===== src/rtl/cosin_pkg.sv =====
package cosin_pkg;

    localparam int NUM_GROUPS = 6;
    localparam int GROUP_BITS = 8;
    localparam int ADDR_W     = 3;
    localparam int BYTE_W     = 8;
    localparam logic [ADDR_W-1:0] CTRL_OFFSET = 3'd7;
    localparam logic [ADDR_W-1:0] HOLE_OFFSET = 3'd3;
    localparam int PEND_BIT   = 6;

    typedef enum logic [1:0] {
        ACC_GROUP = 2'd0,
        ACC_CTRL  = 2'd1,
        ACC_EMPTY = 2'd2
    } access_e;

    typedef struct packed {
        access_e             kind;
        logic [ADDR_W-1:0]   group;
    } decode_t;

    // Offsets below the hole map straight to groups; offsets above it shift down by one.
    function automatic decode_t decode_offset(input logic [ADDR_W-1:0] off);
        decode_t d;
        d.group = '0;
        if (off == CTRL_OFFSET) begin
            d.kind = ACC_CTRL;
        end else if (off < HOLE_OFFSET) begin
            d.kind  = ACC_GROUP;
            d.group = off;
        end else if (off > HOLE_OFFSET) begin
            d.kind  = ACC_GROUP;
            d.group = off - 3'd1;
        end else begin
            d.kind = ACC_EMPTY;
        end
        return d;
    endfunction

endpackage


===== src/rtl/cosin_sync.sv =====
module cosin_sync #(
    parameter int WIDTH  = 48,
    parameter int STAGES = 2
) (
    input  logic             clk,
    input  logic             rst,
    input  logic [WIDTH-1:0] d,
    output logic [WIDTH-1:0] q
);
    logic [WIDTH-1:0] stage_q [STAGES];

    always_ff @(posedge clk) begin
        if (rst) stage_q[0] <= '0;
        else     stage_q[0] <= d;
    end

    for (genvar s = 1; s < STAGES; s++) begin : g_stage
        always_ff @(posedge clk) begin
            if (rst) stage_q[s] <= '0;
            else     stage_q[s] <= stage_q[s-1];
        end
    end

    assign q = stage_q[STAGES-1];
endmodule


===== src/rtl/cosin_detect.sv =====
module cosin_detect #(
    parameter int GROUPS = 6,
    parameter int GBITS  = 8
) (
    input  logic                    clk,
    input  logic                    rst,
    input  logic [GROUPS*GBITS-1:0] smp,
    input  logic [GROUPS-1:0]       enable,
    input  logic                    clear,
    output logic [GROUPS-1:0]       flags,
    output logic [GROUPS-1:0]       hit
);
    localparam int LINES = GROUPS * GBITS;

    logic [LINES-1:0] prev_q;

    always_ff @(posedge clk) begin
        if (rst) prev_q <= '0;
        else     prev_q <= smp;
    end

    for (genvar g = 0; g < GROUPS; g++) begin : g_grp
        logic [GBITS-1:0] diff;
        logic             flag_q;
        logic             kept;

        assign diff   = smp[g*GBITS +: GBITS] ^ prev_q[g*GBITS +: GBITS];
        assign hit[g] = enable[g] & (|diff);
        assign kept   = flag_q & ~clear;

        always_ff @(posedge clk) begin
            if (rst) flag_q <= 1'b0;
            else     flag_q <= (kept | hit[g]) & enable[g];
        end

        assign flags[g] = flag_q;
    end
endmodule


===== src/rtl/cosin_regs.sv =====
module cosin_regs
    import cosin_pkg::*;
#(
    parameter int GROUPS = 6,
    parameter int GBITS  = 8
) (
    input  logic                    clk,
    input  logic                    rst,
    input  logic [ADDR_W-1:0]       addr,
    input  logic                    wr,
    input  logic                    rd,
    input  logic [BYTE_W-1:0]       wdata,
    input  logic [GROUPS*GBITS-1:0] smp,
    input  logic [GROUPS-1:0]       flags,
    input  logic                    pending,
    output logic [GROUPS-1:0]       enable,
    output logic                    clear,
    output logic [BYTE_W-1:0]       rdata
);
    decode_t          dec;
    logic [BYTE_W-1:0] rd_next;
    logic [BYTE_W-1:0] status;
    logic [GROUPS-1:0] en_q;

    assign dec = decode_offset(addr);

    always_comb begin
        status           = '0;
        status[GROUPS-1:0] = flags;
        status[PEND_BIT] = ~pending;
    end

    always_comb begin
        unique case (dec.kind)
            ACC_GROUP: rd_next = BYTE_W'(smp[32'(dec.group)*GBITS +: GBITS]);
            ACC_CTRL:  rd_next = status;
            default:   rd_next = '0;
        endcase
    end

    always_ff @(posedge clk) begin
        if (rst) begin
            en_q  <= '0;
            rdata <= '0;
        end else begin
            if (wr && dec.kind == ACC_CTRL) en_q <= wdata[GROUPS-1:0];
            if (rd) rdata <= rd_next;
        end
    end

    assign enable = en_q;
    assign clear  = rd && dec.kind == ACC_CTRL;
endmodule


===== src/rtl/cos_input_ctrl.sv =====
module cos_input_ctrl
    import cosin_pkg::*;
#(
    parameter int SYNC_STAGES = 2
) (
    input  logic                              clk,
    input  logic                              rst,
    input  logic [NUM_GROUPS*GROUP_BITS-1:0]  pin_in,
    input  logic [ADDR_W-1:0]                 bus_addr,
    input  logic                              bus_wr,
    input  logic                              bus_rd,
    input  logic [BYTE_W-1:0]                 bus_wdata,
    output logic [BYTE_W-1:0]                 bus_rdata,
    output logic                              irq
);
    localparam int LINES = NUM_GROUPS * GROUP_BITS;

    logic [LINES-1:0]      pin_s;
    logic [NUM_GROUPS-1:0] en_q;
    logic [NUM_GROUPS-1:0] grp_flag;
    logic [NUM_GROUPS-1:0] grp_hit;
    logic                  clr_rd;

    cosin_sync #(.WIDTH(LINES), .STAGES(SYNC_STAGES)) u_sync (
        .clk (clk),
        .rst (rst),
        .d   (pin_in),
        .q   (pin_s)
    );

    cosin_detect #(.GROUPS(NUM_GROUPS), .GBITS(GROUP_BITS)) u_detect (
        .clk    (clk),
        .rst    (rst),
        .smp    (pin_s),
        .enable (en_q),
        .clear  (clr_rd),
        .flags  (grp_flag),
        .hit    (grp_hit)
    );

    cosin_regs #(.GROUPS(NUM_GROUPS), .GBITS(GROUP_BITS)) u_regs (
        .clk     (clk),
        .rst     (rst),
        .addr    (bus_addr),
        .wr      (bus_wr),
        .rd      (bus_rd),
        .wdata   (bus_wdata),
        .smp     (pin_s),
        .flags   (grp_flag),
        .pending (irq),
        .enable  (en_q),
        .clear   (clr_rd),
        .rdata   (bus_rdata)
    );

    assign irq = |(grp_flag & en_q);
endmodule


===== config.mk =====
export PLATFORM = sky130hd
export DESIGN_NAME = cos_input_ctrl
export DESIGN_NICKNAME = d
export VERILOG_FILES = /design/src/rtl/cosin_pkg.sv /design/src/rtl/cosin_sync.sv /design/src/rtl/cosin_detect.sv /design/src/rtl/cosin_regs.sv /design/src/rtl/cos_input_ctrl.sv
export SDC_FILE = /design/constraint.sdc
export NUM_CORES = 1
export LEC_CHECK = 0
export ABC_AREA = 1
export ABC_CLOCK_PERIOD_IN_PS = 2100
export BUFFER_PORTS_ARGS = -buffer_cell sky130_fd_sc_hd__buf_2
export CORE_MARGIN = 3
export CORE_UTILIZATION = 57
export DETAILED_ROUTE_END_ITERATION = 8
export PLACE_DENSITY = 0.76
export RECOVER_POWER = 50
export SLEW_MARGIN = 20
export SYNTH_ARGS = -nofsm -noshare
export SYNTH_HDL_FRONTEND = slang
export SYNTH_SLANG_ARGS = --single-unit

===== constraint.sdc =====
create_clock -name clk -period 2.1 [get_ports clk]
set_clock_uncertainty 0.2 [all_clocks]
set_input_delay 0.21 -clock clk [delete_from_list [all_inputs] [get_ports clk]]
set_output_delay 0.21 -clock clk [all_outputs]
set_load 0.05 [all_outputs]

==> PnR_summary.wiki, run 1 <==
{| class="wikitable"
! Metric !! Value
|-
| Startpoint of the worst hold path || bus_wr
|-
| Clock sink total || 164
|-
| Number of diodes added for antenna fixing || 0
|-
| Endpoint type of the worst setup path || primary output
|-
| Width of the die || about 110 um
|-
| Cell with the most instances after synthesis || sky130_fd_sc_hd__dfxtp_1
|-
| Syn Inst Count || roughly 740
|-
| Stages on the worst setup path || 5
|-
| Hold Crit Endpoint || u_regs.enable[4]$_SDFFE_PP0P_
|-
| Maximum number of buffers from clock root to sink || 2
|-
| 1st-pass router iterations || 5
|-
| Area taken by flip-flops and latches || 3280 um^2
|-
| Clock tree from TritonCTS || done
|-
| Synth Area per Inst || a little over 8 um^2
|-
| Status || completed
|-
| Yosys Warn Count || 0
|-
| Effective utilization at floorplan || 0.602
|-
| Average wire per standard cell || 12.7 um
|-
| Synth area leader || sky130_fd_sc_hd__dfxtp_1
|-
| Ordered cell list for the critical path || nand2_1 > nand2_1 > a21oi_1 > nand3_1 > buf_2
|-
| Number of enable-type register cells in the synthesized netlist || 0
|-
| Worst Reg2Reg Path Length in Cells || 3
|-
| GRT Total Usage || 0.232
|-
| Core ar. || 10000 um^2
|-
| Synth unique cells || 28
|-
| Vias post-DR || 4811
|-
| Initial antenna violation count || 0
|-
| Critical Path Start || u_regs.enable[1]$_SDFFE_PP0P_
|-
| Remaining design rule violation count || 0
|-
| R2r startpoint || u_sync.stage_q[1][8]$_SDFF_PP0_
|-
| Crit path required time || 1690 ps
|-
| Clock slew seen by the registers of the worst setup and hold paths || 60 ps
|-
| End-of-flow core utilization || 0.768
|-
| Power density over the cells || 888 nW/um^2
|-
| Clock Latency Late Sink || between 500 and 600 ps
|-
| Peak per-stage delay on the critical path || 330 ps
|-
| Total CTS buffers || 17
|-
| First-pass GRT wire length || ~21 mm
|-
| Startpoint-to-endpoint class of the critical path || reg2out
|-
| Via count of the first global-routing pass || 4682
|-
| Area share of the largest cell type after synthesis || 0.546
|-
| Detailed-placement wirelength estimate || 8.28 mm
|-
| Power, Total || 6.82 mW
|-
| Worst Hold Class || in2reg
|-
| Number of rows in the core area || 36
|-
| Buffer and inverter count on the worst path || 1
|-
| I/O pin cnt || 72
|-
| Summed negative setup slack over all endpoints || 0 ps
|-
| Largest driver fanout on the critical path || 3
|-
| Number of buffers inserted by post-CTS setup repair || 0
|-
| # port buffers || 69
|-
| Critical path data arrival time || 1550 ps
|-
| Area used by multi-input combinational logic || 1970 um^2
|-
| Overall routed net length || 12.9 mm
|-
| Min Clock Period, post-route || 1960 ps
|-
| GR Overflow Total || 0
|-
| Predominant post-synthesis flop cell || sky130_fd_sc_hd__dfxtp_1
|-
| Unrepaired setup endpoints after global routing || false
|-
| Cell types occupying the most area after synthesis || sky130_fd_sc_hd__dfxtp_1, sky130_fd_sc_hd__inv_1, sky130_fd_sc_hd__nor2_1
|-
| Sort of element at the start of the critical path || flop
|-
| Fill cell instance count of the final layout || 716
|-
| Worst-Margin Slew || 894 ps
|-
| Depth of the CTS H-tree || 4
|-
| Area Growth Syn to Fin || 27.6%
|-
| Cell depth of the worst min-delay path || 3
|-
| Count of max-cap constraint violations || 0
|-
| Most frequent cell on the critical path || sky130_fd_sc_hd__nand2_1
|-
| Post-Synthesis Cell Area || 6020 um^2
|-
| Post-cts repair resize count || 0
|-
| Gp weighted congestion || ~0.9
|-
| Largest net degree at the start of global routing || 82
|-
| DRC marker count from the first detailed-route iteration || 378
|-
| Commonest cells in the netlist || sky130_fd_sc_hd__dfxtp_1, sky130_fd_sc_hd__inv_1, sky130_fd_sc_hd__nor2_1
|-
| Cell with the largest stage delay on the worst path || sky130_fd_sc_hd__dfxtp_1
|-
| Leakage power total || 3.78 nW
|-
| Largest vdd supply drop || 0.000567 V
|-
| Post-cts hold buffer count || 70
|-
| Clock root buffer || sky130_fd_sc_hd__clkbuf_8
|-
| Post-Synthesis Net Count || slightly above 800
|-
| Max-slew headroom at the worst pin || 0.404
|-
| Achievable frequency || roughly 500 MHz
|-
| Worst path top cell family by delay || flip-flops
|-
| Slack of the worst reg-to-reg path || 500 ps
|-
| Fraction of layout instances using a drive strength above 1 || 0.131
|-
| Sequential element share of the synthesized area || 0.546
|-
| Share of async-settable or async-resettable flops after synthesis || 0
|-
| Number of storage elements in the synthesis netlist || about 160
|-
| Ratio of final minimum period to clock period || 0.932
|-
| Capture point of the worst reg-to-reg path || u_detect.g_grp[1].flag_q$_SDFF_PP0_
|-
| Post-layout nets || roughly 940
|-
| Setup violation total in the final timing report || 0
|-
| Vias per Instance || 4.72
|-
| Pins Over Slew Limit || 0
|-
| Final-report hold violation count || 0
|-
| Post-DRT Antenna Nets || 0
|-
| Vertical extent of the die || 109 um
|-
| Die Footprint || 11800 um^2
|}
[report_power, final]
part           switching [mW]  total, mW  internal (mW)  leakage, nW
sequential             0.0723       3.31           3.24         1.35
combinational           0.370      0.663          0.293         2.18
clock                    1.15       2.84           1.69        0.257
[tightest hold or removal path, delay by kind of cell]
kind	cells	cell delay (ps)
buffers and inverters	1	100
and+or+nand+nor	1	270
AOI/OAI and AO/OA	1	120
[worst max-delay path by stage]
stage / endpoint / slack, ps
floorplan: u_regs.rdata[4]$_SDFFE_PP0P_ / 530
global placement: u_regs.rdata[1]$_SDFFE_PP0P_ / 250
detailed placement: u_regs.rdata[1]$_SDFFE_PP0P_ / 200
CTS: irq / 130
global route: u_regs.enable[5]$_SDFFE_PP0P_ / 30
finish: irq / 140
[metrics by stage]
stage / worst slack, ps / cell area, um^2 / hold WS, ps / cells
2_1_floorplan: 527 / 6020 / 117 / 741
3_3_place_gp: 246 / 6460 / 190 / 922
3_5_place_dp: 199 / 6460 / 192 / 922
4_1_cts: 128 / 7700 / 4.06 / 1020
5_1_grt: 31.3 / 7680 / 64.0 / 1020
6_report: 143 / 7680 / 29.0 / 1020
[flip-flops by register name, summed over array words and instances (netlist names)]
register               cells
u_detect.g_grp.flag_q      6
u_detect.prev_q           48
u_regs.enable              6
u_regs.rdata               8
u_sync.stage_q            96
[placed cells by master, fill, tap and decap left out, drive strengths merged, types with 8 or more instances in the layout]
| master | n |
|---|---|
| a21oi | 24 |
| buf | 72 |
| clkbuf | 21 |
| dfxtp | 164 |
| dlygate4sd3 | 70 |
| inv | 163 |
| nand2 | 66 |
| nand3 | 60 |
| nor2 | 155 |
| o21ai | 8 |
| xnor2 | 12 |
| xor2 | 36 |
[cell families after synthesis]
| group | synth area share |
|---|---|
| AO/OA/AOI/OAI | 0.0368 |
| XOR/XNOR | 0.0699 |
| adder cells (fa/ha/maj) | 0.00416 |
| buffers and inverters | 0.126 |
| flip-flops | 0.546 |
| AND/OR/NAND/NOR | 0.217 |
[layout make-up]
type                       instances  area share
multi-input combinational        387       0.257
tap                              133      0.0217
timing repair buffer             144       0.143
clock buffer                      19      0.0562
clock inverter                     9      0.0143
sequential                       164       0.428
inverter                         164      0.0802
[routing by layer]
layer  track usage  wire length (um)
met1         0.264              5440
met2         0.408              6430
met3        0.0722               782
met4        0.0884               286
met5             0                 0
No activity file was read; power rests on OpenSTA's default activity.
==> inputs of run 2 (changes only) <==
--- a/config.mk
+++ b/config.mk
@@ -9,9 +9,9 @@
 export ABC_CLOCK_PERIOD_IN_PS = 2100
 export BUFFER_PORTS_ARGS = -buffer_cell sky130_fd_sc_hd__buf_2
 export CORE_MARGIN = 3
-export CORE_UTILIZATION = 57
+export CORE_UTILIZATION = 42
 export DETAILED_ROUTE_END_ITERATION = 8
-export PLACE_DENSITY = 0.76
+export PLACE_DENSITY = 0.59
 export RECOVER_POWER = 50
 export SLEW_MARGIN = 20
 export SYNTH_ARGS = -nofsm -noshare
==> PnR_summary.wiki, run 2 (synthesized netlist as in run 1, its figures left out) <==
{| class="wikitable"
! Metric !! Value
|-
| GR Overflow Total || 0 (unchanged)
|-
| Register containing the most flip-flops in the final layout || u_sync.stage_q (unchanged)
|-
| GRT Total Usage || 0.167 (was 0.232)
|-
| Largest driver fanout on the critical path || 3 (unchanged)
|-
| Top Registers || u_sync.stage_q x96, u_detect.prev_q x48, u_regs.rdata x8 (unchanged)
|-
| Crit path required time || 1690 ps (about the same)
|-
| Detailed-placement wirelength estimate || 8.51 mm (was 8.28 mm)
|-
| Slack of the worst reg-to-reg path || 460 ps (was 500 ps)
|-
| Status || completed (unchanged)
|-
| Largest net degree at the start of global routing || 85 (was 82)
|-
| Sort of element at the start of the critical path || flop (unchanged)
|-
| Clock sink total || 164 (unchanged)
|-
| Core ar. || 13900 um^2 (was 10000 um^2)
|-
| Most frequent cells in the layout || sky130_fd_sc_hd__dfxtp_1, sky130_fd_sc_hd__inv_1, sky130_fd_sc_hd__nor2_1, sky130_fd_sc_hd__buf_2, sky130_fd_sc_hd__nand2_1 (was sky130_fd_sc_hd__dfxtp_1, sky130_fd_sc_hd__inv_1, sky130_fd_sc_hd__nor2_1, sky130_fd_sc_hd__dlygate4sd3_1, sky130_fd_sc_hd__buf_2)
|-
| Average wire per standard cell || 11.6 um (was 12.7 um)
|-
| Summed negative setup slack over all endpoints || 0 ps (unchanged)
|-
| Endpoint type of the worst setup path || primary output (unchanged)
|-
| Via count of the first global-routing pass || 4608 (was 4682)
|-
| Number of diodes added for antenna fixing || 0 (unchanged)
|-
| Overall routed net length || 12.3 mm (was 12.9 mm)
|-
| Initial antenna violation count || 0 (unchanged)
|-
| Power density over the cells || 897 nW/um^2 (was 888 nW/um^2)
|-
| Count of max-cap constraint violations || 0 (unchanged)
|-
| Fraction of layout instances using a drive strength above 1 || 0.139 (was 0.131)
|-
| # port buffers || 69 (unchanged)
|-
| Width of the die || 126 um (was 109 um)
|-
| Worst-Margin Slew || 1240 ps (was 894 ps)
|-
| Setup violation total in the final timing report || 0 (unchanged)
|-
| Clock Latency Late Sink || 420 ps (was 530 ps)
|-
| Unrepaired setup endpoints after global routing || false (unchanged)
|-
| Remaining design rule violation count || 0 (unchanged)
|-
| Number of buffers inserted by post-CTS setup repair || 0 (unchanged)
|-
| Critical path data arrival time || 1410 ps (was 1550 ps)
|-
| Post-cts repair resize count || 0 (unchanged)
|-
| Pins Over Slew Limit || 0 (unchanged)
|-
| I/O pin cnt || 72 (unchanged)
|-
| Clock tree from TritonCTS || done (unchanged)
|-
| Number of flip-flops in the largest register || 96 (unchanged)
|-
| Most frequent standard cell in the layout excluding fill and tap cells || sky130_fd_sc_hd__dfxtp_1 (unchanged)
|-
| Clock slew seen by the registers of the worst setup and hold paths || 60 ps (about the same)
|-
| Max-slew headroom at the worst pin || 0.171 (was 0.404)
|-
| Worst Hold Class || in2reg (unchanged)
|-
| Vias per Instance || 4.33 (was 4.72)
|-
| Capture point of the worst reg-to-reg path || u_detect.g_grp[1].flag_q$_SDFF_PP0_ (unchanged)
|-
| Ratio of final minimum period to clock period || 0.867 (was 0.932)
|-
| Count of placed standard cells including taps || 971 (was 922)
|-
| First-pass GRT wire length || 21.0 mm (about the same)
|-
| DRC marker count from the first detailed-route iteration || 229 (was 378)
|-
| Vias post-DR || 4580 (was 4811)
|-
| End-of-flow core utilization || 0.548 (was 0.768)
|-
| 1st-pass router iterations || 5 (unchanged)
|-
| Achievable frequency || 549 MHz (was 511 MHz)
|-
| Post-DRT Antenna Nets || 0 (unchanged)
|-
| Startpoint of the worst hold path || rst (was bus_wr)
|-
| Final-report hold violation count || 0 (unchanged)
|-
| R2r startpoint || u_sync.stage_q[1][8]$_SDFF_PP0_ (unchanged)
|-
| Post-cts hold buffer count || 54 (was 70)
|-
| Depth of the CTS H-tree || 4 (unchanged)
|-
| Cell depth of the worst min-delay path || 3 (unchanged)
|-
| Largest vdd supply drop || 0.000562 V (was 0.000567 V)
|-
| Area Growth Syn to Fin || 26.9% (was 27.6%)
|-
| Startpoint-to-endpoint class of the critical path || reg2out (unchanged)
|-
| Clock root buffer || sky130_fd_sc_hd__clkbuf_16 (was sky130_fd_sc_hd__clkbuf_8)
|-
| Maximum number of buffers from clock root to sink || 2 (unchanged)
|-
| Die Footprint || 15800 um^2 (was 11800 um^2)
|-
| Post-layout nets || 929 (was 943)
|-
| Worst Reg2Reg Path Length in Cells || 3 (unchanged)
|-
| Gp weighted congestion || 0.910 (was 0.916)
|-
| Number of rows in the core area || 43 (was 36)
|-
| Final non-filler cell total || 1057 (was 1020)
|-
| Leakage power total || 3.72 nW (was 3.78 nW)
|-
| Hold Crit Endpoint || u_regs.rdata[7]$_SDFFE_PP0P_ (was u_regs.enable[4]$_SDFFE_PP0P_)
|-
| Effective utilization at floorplan || 0.432 (was 0.602)
|-
| Min Clock Period, post-route || 1820 ps (was 1960 ps)
|-
| Vertical extent of the die || 126 um (was 109 um)
|-
| Total CTS buffers || 17 (unchanged)
|}
run 2: cell count changes in the layout (fill, tap and decap cells not counted):
cell                            previous run  this run
sky130_fd_sc_hd__clkbuf_16                16        17
sky130_fd_sc_hd__buf_4                     3         4
sky130_fd_sc_hd__clkbuf_8                  2         6
sky130_fd_sc_hd__bufinv_16                 2         0
sky130_fd_sc_hd__buf_12                    1         2
sky130_fd_sc_hd__clkbuf_4                  1         0
sky130_fd_sc_hd__clkinv_4                  2         5
sky130_fd_sc_hd__clkinv_2                  2         1
sky130_fd_sc_hd__dlygate4sd3_1            70        54
run 2: where the power goes:
| group | internal (mW) | switching (mW) | leakage [nW] |
|---|---|---|---|
| Sequential | 3.24 | 0.0683 | 1.35 |
| Combinational | 0.279 | 0.367 | 2.10 |
| Clock | 1.71 | 1.19 | 0.278 |
run 2: cell type report:
cell class | instances | area [um^2]
Sequential cell | 164 | 3280
Multi-Input combinational cell | 387 | 1970
Clock inverter | 9 | 71.3
Fill cell | 1295 | 6300
Clock buffer | 23 | 508
Tap cell | 180 | 225
Timing Repair Buffer | 130 | 960
Inverter | 164 | 616
run 2: worst max-delay path by stage:
stage	to	slack [ps]	from	cells after the start
global placement	u_regs.rdata[6]$_SDFFE_PP0P_	220	bus_addr[0]	11
finish	irq	280	u_regs.enable[1]$_SDFFE_PP0P_	5
global route	irq	200	u_regs.enable[3]$_SDFFE_PP0P_	5
CTS	irq	260	u_regs.enable[1]$_SDFFE_PP0P_	5
floorplan	u_regs.rdata[4]$_SDFFE_PP0P_	530	bus_addr[0]	10
detailed placement	u_regs.rdata[6]$_SDFFE_PP0P_	180	bus_addr[0]	11
run 2: critical path, cell delays in order (launching register included):
cell	delay [ps]
sky130_fd_sc_hd__dfxtp_1	340
sky130_fd_sc_hd__nand2_1	70
sky130_fd_sc_hd__nand2_1	50
sky130_fd_sc_hd__a21oi_1	200
sky130_fd_sc_hd__nand3_1	120
sky130_fd_sc_hd__buf_2	220
run 2: through the flow:
step / setup slack (ps) / area, um^2 / power [mW] / hold WS [ps]
floorplan: 527 / 6020 / 3.77 / 117
finish: 279 / 7640 / 6.85 / 104
detailed placement: 185 / 6520 / 3.95 / 194
global placement: 217 / 6520 / 3.93 / 195
global route: 200 / 7640 / 7.16 / 127
CTS: 257 / 7640 / 6.94 / 62.9
run 2: metal layers:
metal / vias to the layer above / wire, um / track usage
met5: - / 0 / 0
met4: 0 / 227 / 0.0599
met3: 19 / 498 / 0.0475
met2: 83 / 5800 / 0.283
met1: 2041 / 5730 / 0.202
li1: 2437 / - / -
==> inputs of run 3 (changes only) <==
--- a/config.mk
+++ b/config.mk
@@ -8,7 +8,7 @@
 export ABC_AREA = 1
 export ABC_CLOCK_PERIOD_IN_PS = 2100
 export BUFFER_PORTS_ARGS = -buffer_cell sky130_fd_sc_hd__buf_2
-export CORE_MARGIN = 3
+export CORE_MARGIN = 2
 export CORE_UTILIZATION = 42
 export DETAILED_ROUTE_END_ITERATION = 8
 export PLACE_DENSITY = 0.59
==> PnR_summary.wiki, run 3 (synthesized netlist as in run 1, its figures left out) <==
{| class="wikitable"
! Metric !! Value
|-
| Effective utilization at floorplan || 0.432 (unchanged)
|-
| Number of buffers inserted by post-CTS setup repair || 0 (unchanged)
|-
| Clock root buffer || sky130_fd_sc_hd__clkbuf_16 (unchanged)
|-
| Pins Over Slew Limit || 0 (unchanged)
|-
| Overall routed net length || 12.3 mm (about the same)
|-
| Number of flip-flops in the largest register || 96 (unchanged)
|-
| Achievable frequency || 561 MHz (was 549 MHz)
|-
| Final-report hold violation count || 0 (unchanged)
|-
| Fraction of layout instances using a drive strength above 1 || 0.140 (was 0.139)
|-
| Number of diodes added for antenna fixing || 0 (unchanged)
|-
| Total CTS buffers || 17 (unchanged)
|-
| CP endpoint || irq (unchanged)
|-
| Fill cell instance count of the final layout || 1260 (was 1295)
|-
| Worst Hold Class || in2reg (unchanged)
|-
| Count of max-cap constraint violations || 0 (unchanged)
|-
| End-of-flow core utilization || 0.557 (was 0.548)
|-
| Routed wl met3 || 485 um (was 498 um)
|-
| Remaining design rule violation count || 0 (unchanged)
|-
| Max-slew headroom at the worst pin || 0.525 (was 0.171)
|-
| Post-layout nets || 937 (was 929)
|-
| Worst-Margin Slew || 705 ps (was 1240 ps)
|-
| First-pass GRT wire length || 20.3 mm (was 21.0 mm)
|-
| Sort of element at the start of the critical path || flop (unchanged)
|-
| Leakage power total || 3.79 nW (was 3.72 nW)
|-
| # port buffers || 69 (unchanged)
|-
| R2r startpoint || u_sync.stage_q[1][8]$_SDFF_PP0_ (unchanged)
|-
| Min Clock Period, post-route || 1780 ps (was 1820 ps)
|-
| Largest vdd supply drop || 0.000559 V (was 0.000562 V)
|-
| Clock sink total || 164 (unchanged)
|-
| Met1 Routed Length || 5.80 mm (was 5.73 mm)
|-
| Maximum number of buffers from clock root to sink || 2 (unchanged)
|-
| 1st-pass router iterations || 4 (was 5)
|-
| Register containing the most flip-flops in the final layout || u_sync.stage_q (unchanged)
|-
| Met2 layer wire length in the routed design || 5.70 mm (was 5.80 mm)
|-
| Capture point of the worst reg-to-reg path || u_detect.g_grp[1].flag_q$_SDFF_PP0_ (unchanged)
|-
| Post-DRT Antenna Nets || 0 (unchanged)
|-
| Average wire per standard cell || 11.5 um (was 11.6 um)
|-
| I/O pin cnt || 72 (unchanged)
|-
| Crit path required time || 1690 ps (about the same)
|-
| Vias post-DR || 4669 (was 4580)
|-
| Critical Path Start || u_detect.g_grp[1].flag_q$_SDFF_PP0_ (was u_regs.enable[1]$_SDFFE_PP0P_)
|-
| Reg power frac || 0.457 (was 0.483)
|-
| Status || completed (unchanged)
|-
| Most frequent cells in the layout || sky130_fd_sc_hd__dfxtp_1, sky130_fd_sc_hd__inv_1, sky130_fd_sc_hd__nor2_1, sky130_fd_sc_hd__buf_2 (was sky130_fd_sc_hd__dfxtp_1, sky130_fd_sc_hd__inv_1, sky130_fd_sc_hd__nor2_1, sky130_fd_sc_hd__buf_2, sky130_fd_sc_hd__nand2_1)
|-
| Ratio of final minimum period to clock period || 0.849 (was 0.867)
|-
| Number of rows in the core area || 43 (unchanged)
|-
| Core ar. || 13900 um^2 (unchanged)
|-
| Highest routed layer || met4 (unchanged)
|-
| GR Overflow Total || 0 (unchanged)
|-
| Top Registers || u_sync.stage_q x96, u_detect.prev_q x48, u_regs.rdata x8 (unchanged)
|-
| Critical path data arrival time || 1370 ps (was 1410 ps)
|-
| Die Footprint || 15300 um^2 (was 15800 um^2)
|-
| Vertical extent of the die || 124 um (was 126 um)
|-
| Internal || 5.56 mW (was 5.23 mW)
|-
| Area Growth Syn to Fin || 29.0% (was 26.9%)
|-
| Largest net degree at the start of global routing || 102 (was 85)
|-
| Startpoint-to-endpoint class of the critical path || reg2out (unchanged)
|-
| Slack of the worst reg-to-reg path || 460 ps (about the same)
|-
| Power share of the clock group || 0.453 (was 0.423)
|-
| Setup violation total in the final timing report || 0 (unchanged)
|-
| Post-cts repair resize count || 0 (unchanged)
|-
| Unrepaired setup endpoints after global routing || false (unchanged)
|-
| Clock tree from TritonCTS || done (unchanged)
|-
| Net switching power figure || 1.68 mW (was 1.63 mW)
|-
| Endpoint type of the worst setup path || primary output (unchanged)
|-
| Ordered cell list for the critical path || nand2_1 > nand2_1 > a21oi_1 > nand3_1 > buf_2 (unchanged)
|-
| Clock slew seen by the registers of the worst setup and hold paths || 60 ps (about the same)
|-
| Proportion of total power due to net switching || 0.232 (was 0.237)
|-
| Clock Latency Late Sink || 420 ps (about the same)
|-
| Width of the die || 124 um (was 126 um)
|-
| Most frequent standard cell in the layout excluding fill and tap cells || sky130_fd_sc_hd__dfxtp_1 (unchanged)
|-
| Initial antenna violation count || 0 (unchanged)
|-
| Detailed-placement wirelength estimate || 8.51 mm (about the same)
|-
| Gp weighted congestion || 0.901 (was 0.910)
|-
| Combinational group share of total power || 0.090 (was 0.094)
|-
| DRC marker count from the first detailed-route iteration || 298 (was 229)
|-
| Cell with the largest stage delay on the worst path || sky130_fd_sc_hd__dfxtp_1 (unchanged)
|-
| Most frequent cell on the critical path || sky130_fd_sc_hd__nand2_1 (unchanged)
|-
| Depth of the CTS H-tree || 4 (unchanged)
|-
| Via count of the first global-routing pass || 4481 (was 4608)
|-
| GRT Total Usage || 0.173 (was 0.167)
|-
| Power density over the cells || 933 nW/um^2 (was 897 nW/um^2)
|-
| Worst Reg2Reg Path Length in Cells || 3 (unchanged)
|-
| Summed negative setup slack over all endpoints || 0 ps (unchanged)
|-
| Vias per Instance || 4.38 (was 4.33)
|-
| Peak per-stage delay on the critical path || 320 ps (was 340 ps)
|-
| Largest driver fanout on the critical path || 3 (unchanged)
|}
==> run 3: through the flow <==
step	power (mW)	setup WS, ps	hold slack (ps)	area (um^2)	instances
2_1_floorplan	3.77	527	117	6020	741
3_3_place_gp	3.93	225	194	6530	973
3_5_place_dp	3.94	167	194	6530	973
4_1_cts	7.32	296	24.9	7770	1065
5_1_grt	7.54	231	47.4	7760	1065
6_report	7.24	317	40.9	7760	1065
==> run 3: cell type report <==
cell class	count	area, um^2	area share
sequential	164	3280	0.423
multi-input combinational	387	1970	0.254
clock buffer	18	439	0.0566
inverter	164	616	0.0793
clock inverter	14	201	0.0260
tap	180	225	0.0290
timing repair buffer	138	1020	0.132
==> run 3: worst min-delay path by stage <==
stage                                           startpoint  slack (ps)                          endpoint  depth (start not counted)
after floorplan                                  pin_in[0]         120   u_sync.stage_q[0][0]$_SDFF_PP0_                          2
after global placement     u_sync.stage_q[0][2]$_SDFF_PP0_         190   u_sync.stage_q[1][2]$_SDFF_PP0_                          2
after detailed placement  u_sync.stage_q[0][28]$_SDFF_PP0_         190  u_sync.stage_q[1][28]$_SDFF_PP0_                          2
after CTS                                           bus_rd          20      u_regs.rdata[7]$_SDFFE_PP0P_                          4
after global routing                                bus_rd          50      u_regs.rdata[7]$_SDFFE_PP0P_                          4
final                                               bus_rd          40      u_regs.rdata[7]$_SDFFE_PP0P_                          4
==> run 3: critical path, delay by kind of cell, from the launching register on <==
family / cells / cell delay [ps]
flip-flops: 1 / 320
AO/OA/AOI/OAI: 1 / 170
buffers and inverters: 1 / 220
AND/OR/NAND/NOR: 3 / 240
==> run 3: power by group through the flow <==
stage | combinational [mW] | clock, mW | sequential [mW]
floorplan | 0.383 | 0 | 3.39
global placement | 0.554 | 0 | 3.38
detailed placement | 0.565 | 0 | 3.38
CTS | 0.652 | 3.35 | 3.31
global route | 0.736 | 3.49 | 3.32
finish | 0.650 | 3.29 | 3.31
==> run 3: routing by layer <==
metal / vias to the layer above / GRT usage
li1: 2454 / -
met1: 2104 / 0.209
met2: 91 / 0.283
met3: 20 / 0.0485
met4: 0 / 0.0810
met5: - / 0
==> run 3: repair_timing <==
item,CTS,global route
hold endpoints to repair,67,0
endpoints found under the setup margin,0,0
hold buffers,60,0
